--- config.mk ---
export PLATFORM = sky130hd
export DESIGN_NAME = fsc_frame_tracker
export DESIGN_NICKNAME = d
export VERILOG_FILES = /design/src/rtl/fsc_pkg.sv /design/src/rtl/fsc_frame_tracker.sv
export SDC_FILE = /design/constraint.sdc
export NUM_CORES = 1
export LEC_CHECK = 0
export ABC_AREA = 1
export BUFFER_PORTS_ARGS = -buffer_cell sky130_fd_sc_hd__clkbuf_2
export CORE_MARGIN = 1
export CORE_UTILIZATION = 45
export DETAILED_ROUTE_END_ITERATION = 10
export HOLD_SLACK_MARGIN = 0.05
export PLACE_DENSITY_LB_ADDON = 0.1
export SKIP_LAST_GASP = 1
export SYNTH_ARGS = -nofsm -noshare
export SYNTH_HDL_FRONTEND = slang
export SYNTH_SLANG_ARGS = --single-unit
--- constraint.sdc ---
create_clock -name clk -period 1.35 [get_ports clk]
set_input_delay 0.2025 -clock clk [delete_from_list [all_inputs] [get_ports clk]]
set_output_delay 0.2025 -clock clk [all_outputs]
set_load 0.05 [all_outputs]
--- src/rtl/fsc_pkg.sv ---
package fsc_pkg;
  typedef enum logic [1:0] {
    PH_HUNT = 2'd0,
    PH_HDR  = 2'd1,
    PH_FRAG = 2'd2
  } phase_e;

  localparam int NUM_CNT  = 5;
  localparam int CNT_WORD = 0;
  localparam int CNT_EVT  = 1;
  localparam int CNT_MM   = 2;
  localparam int CNT_UF   = 3;
  localparam int CNT_LNK  = 4;
endpackage

--- src/rtl/fsc_frame_tracker.sv ---
module fsc_frame_tracker
  import fsc_pkg::*;
#(
  parameter int          ID_W     = 12,
  parameter logic [31:0] SEP_WORD = 32'hB5C3_A5E7
) (
  input  logic            clk,
  input  logic            rst_n,
  input  logic            in_valid,
  input  logic [31:0]     in_word,
  input  logic            in_err,
  input  logic            ref_empty,
  input  logic [ID_W-1:0] ref_bid,
  input  logic [ID_W-1:0] ref_evid,
  output logic            ref_pop,
  output phase_e          phase,
  output logic            hit_evt,
  output logic            hit_mm,
  output logic            hit_uf,
  output logic            hit_lnk
);
  phase_e     phase_d;
  logic [1:0] tag_q, tag_d;
  logic       is_sep, ids_ok;

  assign is_sep = (in_word == SEP_WORD);
  assign ids_ok = (in_word[ID_W-1:0] == ref_bid) &&
                  (in_word[16+ID_W-1:16] == ref_evid);

  always_comb begin
    phase_d = phase;
    tag_d   = tag_q;
    ref_pop = 1'b0;
    hit_evt = 1'b0;
    hit_mm  = 1'b0;
    hit_uf  = 1'b0;
    hit_lnk = 1'b0;
    if (in_valid) begin
      if (in_err) begin
        hit_lnk = 1'b1;
        phase_d = PH_HUNT;
      end else begin
        unique case (phase)
          PH_HUNT: if (is_sep) phase_d = PH_HDR;
          PH_HDR: begin
            if (!is_sep) begin
              if (ref_empty) begin
                hit_uf  = 1'b1;
                phase_d = PH_HUNT;
              end else begin
                ref_pop = 1'b1;
                if (ids_ok) begin
                  hit_evt = 1'b1;
                  tag_d   = in_word[1:0];
                  phase_d = PH_FRAG;
                end else begin
                  hit_mm  = 1'b1;
                  phase_d = PH_HUNT;
                end
              end
            end
          end
          PH_FRAG: begin
            if (is_sep) phase_d = PH_HDR;
            else if (in_word[31:30] != tag_q) begin
              hit_lnk = 1'b1;
              phase_d = PH_HUNT;
            end
          end
          default: phase_d = PH_HUNT;
        endcase
      end
    end
  end

  always_ff @(posedge clk or negedge rst_n) begin
    if (!rst_n) begin
      phase <= PH_HUNT;
      tag_q <= '0;
    end else begin
      phase <= phase_d;
      tag_q <= tag_d;
    end
  end

  // outside a clean separator, the hunt phase is kept
  assert_hunt_hold_R2: assert property (@(posedge clk) disable iff (!rst_n)
    (phase == PH_HUNT && in_valid && (in_err || !is_sep)) |=> (phase == PH_HUNT));

  // a flagged word always ends in hunt
  assert_err_hunt_R7: assert property (@(posedge clk) disable iff (!rst_n)
    (in_valid && in_err) |=> (phase == PH_HUNT));

  // an empty cycle leaves the phase alone
  assert_idle_stable_R9: assert property (@(posedge clk) disable iff (!rst_n)
    !in_valid |=> $stable(phase));

  // at most one error class per word
  assert_single_cause_R6: assert property (@(posedge clk) disable iff (!rst_n)
    $onehot0({hit_mm, hit_uf, hit_lnk}));
endmodule

==> results.toml, run 1 <==
[power]
leakagePower_uw = 0.00124
ir_drop_v = 0.000671
powerDensity_mw_per_mm2 = 437

[drt]
dr_wl_met3_um = 174
postRouteAntennaNets = 0
drt-total-wl_um = 3340
drt-initial-drc-count = 25
vias_per_cell = 4.46
highest_layer = "met4"
wl_per_cell_um = 8.49
vias = 1751
wl_met1_um = 1400
wl_met2_um = 1740
drcViolationCount = 0
drt_first_pass_iters = 4

[sta]
tightestPinTransition_ns = 0.274
timing.final.crit_share = 1.18
rsz0062_at_grt = "yes"
max_freq_mhz = 630
worst_clock_skew_ns = 0.0173
drv_slew = 0
setup_ws_ns = -0.237
finalSetupTns_ns = -0.963
max-slew-margin-rel = 0.818
timing.final.crit_period_ns = 1.59
setup_viol = 5
hold_violations = 0

[worst_setup_path]
critical_path_buf_inv_count = 2
worstSetupEndpointType = "primary output"
worst_ep_arrival_time_ns = 1.38
startpoint_type = "flip-flop"
regToRegSetupSlack_ns = 0.09
crit_type = "flip-flop to primary output"
crit_required_ns = 1.15
cp_slowest_cell = "dfrtp_2"
crit_path_max_incr_delay_ns = 0.42
cp_common_cell = "nor2_4"
path_cells = "nor2_4 > nand3_2 > nor2_4 > nand3_4 > clkinvlp_4 > clkbuf_16"
path_max_fanout = 3
cp_top_family = "simple AND/OR/NAND/NOR gates"

[die]
rows = 18
core_region_area_mm2 = 0.00250
dieArea_mm2 = 0.00287
die_w_um = 53.6
start_util = 0.479
die_height_um = 53.6
ios = 68

[global_route]
grt_max_degree = 7
grt_first_pass_wirelength_um = 5150
track_usage = 0.243
grt_pass1_vias = 1476
antenna_found_initial = 0
grt_remaining_overflow = 0

[layout]
n_antenna_cell = 0
drive_gt1_frac = 0.369
stdcell_count = 393
syn_to_final_growth_pct = 62.1
nNetsFinal = 426

[clock_network]
htree_levels = 1
path_clk_slew_ns = 0.05
cts_sinks = 4
clk_latency_ns = 0.26
cts_tree = "done"
cts_root_buf = "clkbuf_4"
cts.path.max_buffers = 2
cts_inserted_buffers = 3

[placed_design]
place_inst = 386
gp_congestion = 0.745
io_buffers = 67
place_ws_ns = -0.192
hpwlAfterDp_um = 2610

[status]
violations = "negative setup slack"
outcome = "complete, but fails checks"

[synthesis]
yosys.cell_types.count = 18
synthCells = 268
yosysWarnings = 0
syn_nets = 329
avgSynthCellArea_um2 = 4.47
netlist_area_mm2 = 0.00120
ys_ff_latch = 4
seq_area_frac_synth = 0.0835

[job]
max-cap-violations = 0

[min_path]
hold_path.class = "input port to flip-flop"
==> stage by stage <==
step | instance area, um^2 | hold WS (ns) | total power (uW) | utilization
2_1_floorplan | 1250 | -0.0931 | 400 | -
3_3_place_gp | 1780 | 0.0103 | 607 | 0.711
3_5_place_dp | 1780 | 0.0118 | 617 | 0.711
4_1_cts | 1900 | 0.252 | 821 | 0.762
5_1_grt | 1940 | 0.290 | 924 | 0.777
6_report | 1940 | 0.272 | 850 | 0.777
==> Yosys cell counts <==
library cell / count / area share
nand2_1: 118 / 0.37
inv_1: 56 / 0.18
nor2_1: 43 / 0.13
nor2_2: 10 / 0.052
inv_2: 8 / 0.025
nand3_1: 8 / 0.033
dfrtp_1: 4 / 0.084
nand4_1: 4 / 0.021
nor2_4: 3 / 0.028
xnor2_1: 3 / 0.022
clkinv_1: 2 / 0.0063
nand2_2: 2 / 0.010
nor3_1: 2 / 0.0084
a21boi_0: 1 / 0.0063
a21oi_1: 1 / 0.0042
nand3_2: 1 / 0.0084
o21ai_0: 1 / 0.0042
xor2_1: 1 / 0.0073
==> flip-flops by register name, indices dropped and copies added (netlist names) <==
signal / cells
phase: 2
tag_q: 2
==> layer usage <==
| layer | GRT usage | up-vias |
|---|---|---|
| li1 | - | 953 |
| met1 | 0.255 | 742 |
| met2 | 0.500 | 52 |
| met3 | 0.0226 | 4 |
| met4 | 0.0614 | 0 |
| met5 | 0 | - |
==> worst paths after layout <==
check / to / from / cells past startpoint
min in group asynchronous: tag_q[1] / rst_n / 2
hold / removal: tag_q[0] / in_word[0] / 3
setup reg to reg: tag_q[0] / phase[1] / 7
hold reg to reg: tag_q[0] / tag_q[0] / 2
setup / recovery: hit_evt / phase[1] / 6
max in group asynchronous: phase[0] / rst_n / 2
==> power breakdown <==
part | internal, uW | total (uW) | leakage [uW] | switching, uW
Clock | 100 | 166 | 0.0000138 | 65.7
Combinational | 248 | 547 | 0.00118 | 300
Sequential | 129 | 136 | 0.0000517 | 6.61
Total | 478 | 850 | 0.00124 | 372
==> area by class of cell <==
type	count	area [um^2]
multi-input combinational	198	933
clock buffer	3	22.5
sequential	4	103
timing repair buffer	92	596
fill	229	557
tap	30	37.5
inverter	66	251
==> cells by family (layout without fill, tap and decap cells) <==
| family | after synthesis | after routing | share of synthesized area |
|---|---|---|---|
| simple gates | 191 | 191 | 0.666 |
| compound gates | 3 | 3 | 0.0146 |
| buf+inv | 66 | 161 | 0.207 |
| xor+xnor | 4 | 4 | 0.0292 |
| flops | 4 | 4 | 0.0835 |
==> placed cells by master, fill, tap and decap left out, types with 2 or more instances in the layout <==
cell       synthesis  routed
dfrtp_1            4       2
inv_1             56      53
nand3_2            1       3
nor2_4             3       7
clkbuf_4           0       3
dfrtp_2            0       2
inv_2              8      10
clkbuf_16          0       2
nand2_2            2       3
clkbuf_2           0      61
nand4_1            4       4
buf_4              0      24
nor2_1            43      39
clkinv_1           2       2
nand2_1          118     117
buf_8              0       3
nor2_2            10      10
xnor2_1            3       3
nand3_1            8       5
==> repair_timing <==
| action | CTS | global route |
|---|---|---|
| gates resized for setup | 14 | 12 |
| pin swaps | 4 | 9 |
| endpoints found under the hold margin | 4 | 0 |
| setup buffers | 2 | 2 |
| endpoints found under the setup margin | 5 | 8 |
| hold buffers | 1 | 0 |
==> worst reg2reg max path, delay by kind of cell (launching register included) <==
family | cells | cell delay (ns)
buffers and inverters | 1 | 0.15
AND/OR/NAND/NOR | 6 | 0.57
flip-flops | 1 | 0.42
(Power assumes the default switching activity.)
==> run 2, diff against run 1 <==
--- a/config.mk
+++ b/config.mk
@@ -8,7 +8,7 @@
 export ABC_AREA = 1
 export BUFFER_PORTS_ARGS = -buffer_cell sky130_fd_sc_hd__clkbuf_2
 export CORE_MARGIN = 1
-export CORE_UTILIZATION = 45
+export CORE_UTILIZATION = 48
 export DETAILED_ROUTE_END_ITERATION = 10
 export HOLD_SLACK_MARGIN = 0.05
 export PLACE_DENSITY_LB_ADDON = 0.1
==> constraint.sdc (replaced) <==
create_clock -name clk -period 1.9 [get_ports clk]
set_input_delay 0.285 -clock clk [delete_from_list [all_inputs] [get_ports clk]]
set_output_delay 0.285 -clock clk [all_outputs]
set_load 0.05 [all_outputs]
==> run 2 against run 1 <==
Compared with the run above: the flow now finishes without violations; final area fell by 16%; global-route usage fell by 2.4 points; sequential power fell by 27%; non-clock buffer count is 23 lower; routed wire length shrank 17%; total power is 40% lower; clock-buffer cell count rose by 1; die area is 6.0% lower; clock skew fell by 0.0090 ns; core utilization decreased by 5.8 points; final cell count shrank 6.1%; worst hold slack better by 0.085 ns.
==> results.toml, run 2 (synthesis results as in run 1) <==
[sta]
timing.final.crit_period_ns = 1.81
max_freq_mhz = 553
tightestPinTransition_ns = 0.285
setup_viol = 0
rsz0062_at_grt = "no"
drv_slew = 0
worst_clock_skew_ns = 0.00832
hold_violations = 0
max-slew-margin-rel = 0.811
finalSetupTns_ns = 0
timing.final.crit_share = 0.952

[clock_network]
cts_inserted_buffers = 3
cts.path.max_buffers = 2
cts_sinks = 4
cts_root_buf = "clkbuf_4"
clk_latency_ns = 0.23
cts_tree = "done"
path_clk_slew_ns = 0.04
htree_levels = 1

[power]
clkPwrFrac = 0.219
leakagePower_uw = 0.00110
ir_drop_v = 0.000559
powerDensity_mw_per_mm2 = 311
internal_power_uw = 288
seq_power_share = 0.196
combPwrFrac = 0.585
switching_power_uw = 221
p_sw_frac = 0.434

[drt]
vias_per_cell = 4.35
drt_first_pass_iters = 4
drcViolationCount = 0
postRouteAntennaNets = 0
drt-initial-drc-count = 35
drt-total-wl_um = 2780
vias = 1605
wl_per_cell_um = 7.54

[placed_design]
hpwlAfterDp_um = 2470
io_buffers = 67
gp_congestion = 0.809
dpl_cell_area_mm2 = 0.00159

[die]
rows = 17
die_w_um = 52.0
core_region_area_mm2 = 0.00228
dieArea_mm2 = 0.00270
ios = 68
start_util = 0.527
die_height_um = 52.0

[layout]
drive_gt1_frac = 0.302
multi_input_area_um2 = 866
post-route-cell-area_mm2 = 0.00164
final_common_cell = "nand2_1"
regArea_um2 = 103
syn_to_final_growth_pct = 36.5
n_antenna_cell = 0
nNetsFinal = 403
reg.largest.list = "phase: 2 flops, tag_q: 2 flops"
layout_common_cells = "118 x nand2_1, 66 x clkbuf_2, 53 x inv_1, 41 x nor2_1, 11 x nor2_2"
nFillCells = 241

[global_route]
grt_max_degree = 8
grt_first_pass_wirelength_um = 4750
grt_pass1_vias = 1339
grt_remaining_overflow = 0
track_usage = 0.219
antenna_found_initial = 0

[min_path]
hold_path.class = "input port to flip-flop"

[worst_setup_path]
crit_type = "flip-flop to primary output"
cp_top_family = "simple AND/OR/NAND/NOR gates"
cp_slowest_cell = "dfrtp_2"
startpoint_type = "flip-flop"
worst_ep_arrival_time_ns = 1.52
crit_required_ns = 1.62
crit_path_max_incr_delay_ns = 0.44
path_max_fanout = 7
worstSetupEndpointType = "primary output"
critical_path_buf_inv_count = 2
path_cells = "nor2_2 > nand3_1 > nor2_4 > buf_4 > clkbuf_2"

[status]
outcome = "complete, no violations"

[job]
max-cap-violations = 0
-- run 2: changes by cell type in the layout (fill, tap and decap cells not counted), sizes merged --
cell / delta
clkbuf: +4
buf: -26
-- run 2: worst paths after layout --
kind	from	cells after the start	slack (ns)	endpoint
hold / removal	in_word[0]	3	0.36	tag_q[0]
min in group asynchronous	rst_n	2	0.40	phase[1]
hold reg to reg	tag_q[0]	2	0.50	tag_q[0]
setup reg to reg	phase[1]	6	0.63	tag_q[0]
setup / recovery	phase[1]	5	0.09	ref_pop
max in group asynchronous	rst_n	2	1.36	phase[0]
-- run 2: metrics by stage --
stage / hold WS, ns / instances / util / setup slack (ns) / total power (uW)
6_report: 0.357 / 369 / 0.719 / 0.0912 / 509
2_1_floorplan: -0.0106 / 268 / - / 0.0424 / 276
5_1_grt: 0.381 / 369 / 0.719 / 0.0142 / 558
3_5_place_dp: 0.0918 / 363 / 0.699 / 0.155 / 393
4_1_cts: 0.358 / 368 / 0.715 / 0.0208 / 513
3_3_place_gp: 0.0913 / 363 / 0.699 / 0.184 / 389
-- run 2: final cells by class --
cell class,count,area share
clock buffers,4,0.0161
well taps,28,0.0214
multi-input cells,198,0.529
flip-flops and latches,4,0.0627
repair buffers,69,0.217
inverters,66,0.154
-- run 2: power groups by stage --
| stage | combinational [uW] | clock, uW | sequential, uW |
|---|---|---|---|
| 3_3_place_gp | 289 | 0 | 100 |
| 6_report | 298 | 112 | 99.7 |
| 4_1_cts | 298 | 116 | 99.4 |
| 2_1_floorplan | 158 | 0 | 118 |
| 3_5_place_dp | 293 | 0 | 99.8 |
| 5_1_grt | 341 | 116 | 101 |
-- run 2: timing repair --
item / in CTS / in global routing
gates resized for setup: 0 / 3
hold endpoints to repair: 4 / 0
setup endpoints to repair: 0 / 1
hold buffers: 1 / 0
buffers inserted: 0 / 1
-- run 2: worst register-to-register path: stages (launching register included) --
cell,delay [ns]
dfrtp_2,0.44
nor2_2,0.16
nand3_1,0.12
nor2_4,0.17
nand3_2,0.12
nand2_1,0.08
nand2_1,0.05
-- run 2: metal layers --
metal | GRT usage | part of all wire | vias up
met1 | 0.266 | 0.46 | 643
met4 | 0.00901 | 0 | 0
met2 | 0.434 | 0.48 | 49
li1 | - | - | 913
met5 | 0 | 0 | -
met3 | 0.00877 | 0.058 | 0
==> run 3, diff against run 2 <==
--- a/config.mk
+++ b/config.mk
@@ -16,3 +16,4 @@
 export SYNTH_ARGS = -nofsm -noshare
 export SYNTH_HDL_FRONTEND = slang
 export SYNTH_SLANG_ARGS = --single-unit
+export TNS_END_PERCENT = 100
==> constraint.sdc (replaced) <==
create_clock -name clk -period 1.9 [get_ports clk]
set_input_delay 0.19 -clock clk [delete_from_list [all_inputs] [get_ports clk]]
set_output_delay 0.19 -clock clk [all_outputs]
set_load 0.05 [all_outputs]
==> run 3 against run 2 <==
Compared with the run above: final area fell by 0.99%; first-iteration DRC count fell by 49%; critical path depth rose by 1; combinational power fell by 2%; global-route usage rose by 0.20 points; total power fell by 0.45%.
==> results.toml, run 3 (synthesis results as in run 1) <==
[global_route]
track_usage = 0.221
grt_remaining_overflow = 0
grt_pass1_vias = 1280
antenna_found_initial = 0
grt_max_degree = 8
grt_first_pass_wirelength_um = 4600

[drt]
wl_per_cell_um = 7.38
vias = 1590
postRouteAntennaNets = 0
drcViolationCount = 0
drt-initial-drc-count = 18
drt-total-wl_um = 2720
drt_first_pass_iters = 4
vias_per_cell = 4.32

[power]
clkPwrFrac = 0.231
leakagePower_uw = 0.00109
seq_power_share = 0.192
p_sw_frac = 0.435
switching_power_uw = 221
ir_drop_v = 0.000397
internal_power_uw = 286
combPwrFrac = 0.577
powerDensity_mw_per_mm2 = 313

[die]
dieArea_mm2 = 0.00270
die_height_um = 52.0
start_util = 0.527
core_region_area_mm2 = 0.00228
rows = 17
die_w_um = 52.0
ios = 68

[worst_setup_path]
crit_type = "flip-flop to primary output"
crit_path_max_incr_delay_ns = 0.42
cp_top_family = "simple AND/OR/NAND/NOR gates"
startpoint_type = "flip-flop"
path_cells = "nor2_1 > nand3_1 > nor2_4 > nand3_2 > clkinvlp_4 > clkbuf_4"
crit_required_ns = 1.71
worst_ep_arrival_time_ns = 1.61
worstSetupEndpointType = "primary output"
cp_slowest_cell = "dfrtp_1"
critical_path_buf_inv_count = 2
path_max_fanout = 7

[sta]
setup_ws_ns = 0.100
tightestPinTransition_ns = 0.282
worst_clock_skew_ns = 0.00445
setup_viol = 0
hold_violations = 0
timing.final.crit_period_ns = 1.80
rsz0062_at_grt = "yes"
max-slew-margin-rel = 0.813
max_freq_mhz = 556
timing.final.crit_share = 0.947
drv_slew = 0

[placed_design]
place_ws_ns = 0.309
hpwlAfterDp_um = 2540
dpl_cell_area_mm2 = 0.00158
gp_congestion = 0.761
io_buffers = 67

[clock_network]
path_clk_slew_ns = 0.04
htree_levels = 1
cts_tree = "done"
cts_inserted_buffers = 3
cts_root_buf = "clkbuf_4"
clk_latency_ns = 0.24
cts.path.max_buffers = 2
cts_sinks = 4

[status]
outcome = "complete, no violations"

[layout]
layout_common_cells = "118 x nand2_1, 65 x clkbuf_2, 55 x inv_1, 42 x nor2_1, 11 x nor2_2"
nNetsFinal = 402
final_common_cell = "nand2_1"
syn_to_final_growth_pct = 35.2
drive_gt1_frac = 0.288
post-route-cell-area_mm2 = 0.00162
reg.largest.list = "phase: 2 flops, tag_q: 2 flops"
n_antenna_cell = 0

[min_path]
hold_path.class = "input port to flip-flop"

[job]
max-cap-violations = 0
run 3: path summary, 6_finish.rpt:
| kind | cells past startpoint | to | from | slack [ns] |
|---|---|---|---|---|
| worst max-delay path | 6 | hit_evt | phase[1] | 0.10 |
| worst max register to register | 6 | tag_q[0] | phase[1] | 0.58 |
| min in group asynchronous | 2 | phase[1] | rst_n | 0.29 |
| max in group asynchronous | 2 | phase[0] | rst_n | 1.47 |
| worst min-delay path | 3 | tag_q[1] | in_word[1] | 0.24 |
| worst min register to register | 2 | tag_q[1] | tag_q[1] | 0.49 |
run 3: worst register-to-register path: cells and delay by family, from the launching register on:
kind / cells / cell delay (ns)
simple gates: 6 / 0.78
flops: 1 / 0.42
run 3: layout make-up:
| type | count | area, um^2 |
|---|---|---|
| well taps | 28 | 35.0 |
| repair buffers | 68 | 348 |
| flip-flops and latches | 4 | 101 |
| multi-input cells | 198 | 858 |
| inverters | 66 | 251 |
| clock buffers | 4 | 26.3 |
| fillers | 231 | 656 |
run 3: power by group through the flow:
stage,clock network [uW],logic [uW],registers (uW)
4_1_cts,120,295,97.5
3_5_place_dp,0,292,97.7
5_1_grt,128,335,98.3
2_1_floorplan,0,156,117
6_report,117,292,97.4
3_3_place_gp,0,287,97.6
run 3: metrics by stage:
step | hold slack, ns | total power (uW) | utilization | setup TNS (ns) | cells
2_1_floorplan | -0.106 | 273 | - | -0.148 | 268
3_3_place_gp | 0.00162 | 384 | 0.695 | 0 | 363
3_5_place_dp | 0.00228 | 390 | 0.695 | 0 | 363
4_1_cts | 0.240 | 513 | 0.711 | 0 | 368
5_1_grt | 0.248 | 562 | 0.712 | -0.0150 | 368
6_report | 0.237 | 507 | 0.712 | 0 | 368
run 3: layer usage:
layer,GRT usage,routed length [um]
met1,0.257,1230
met3,0.0556,173
met2,0.421,1320
met5,0,0
met4,0,0
run 3: timing repair:
action	4_1_cts	5_1_grt
endpoints found under the hold margin	4	0
hold buffers	1	0
setup endpoints to repair	0	2
gates resized for setup	0	3
buffers inserted	0	0
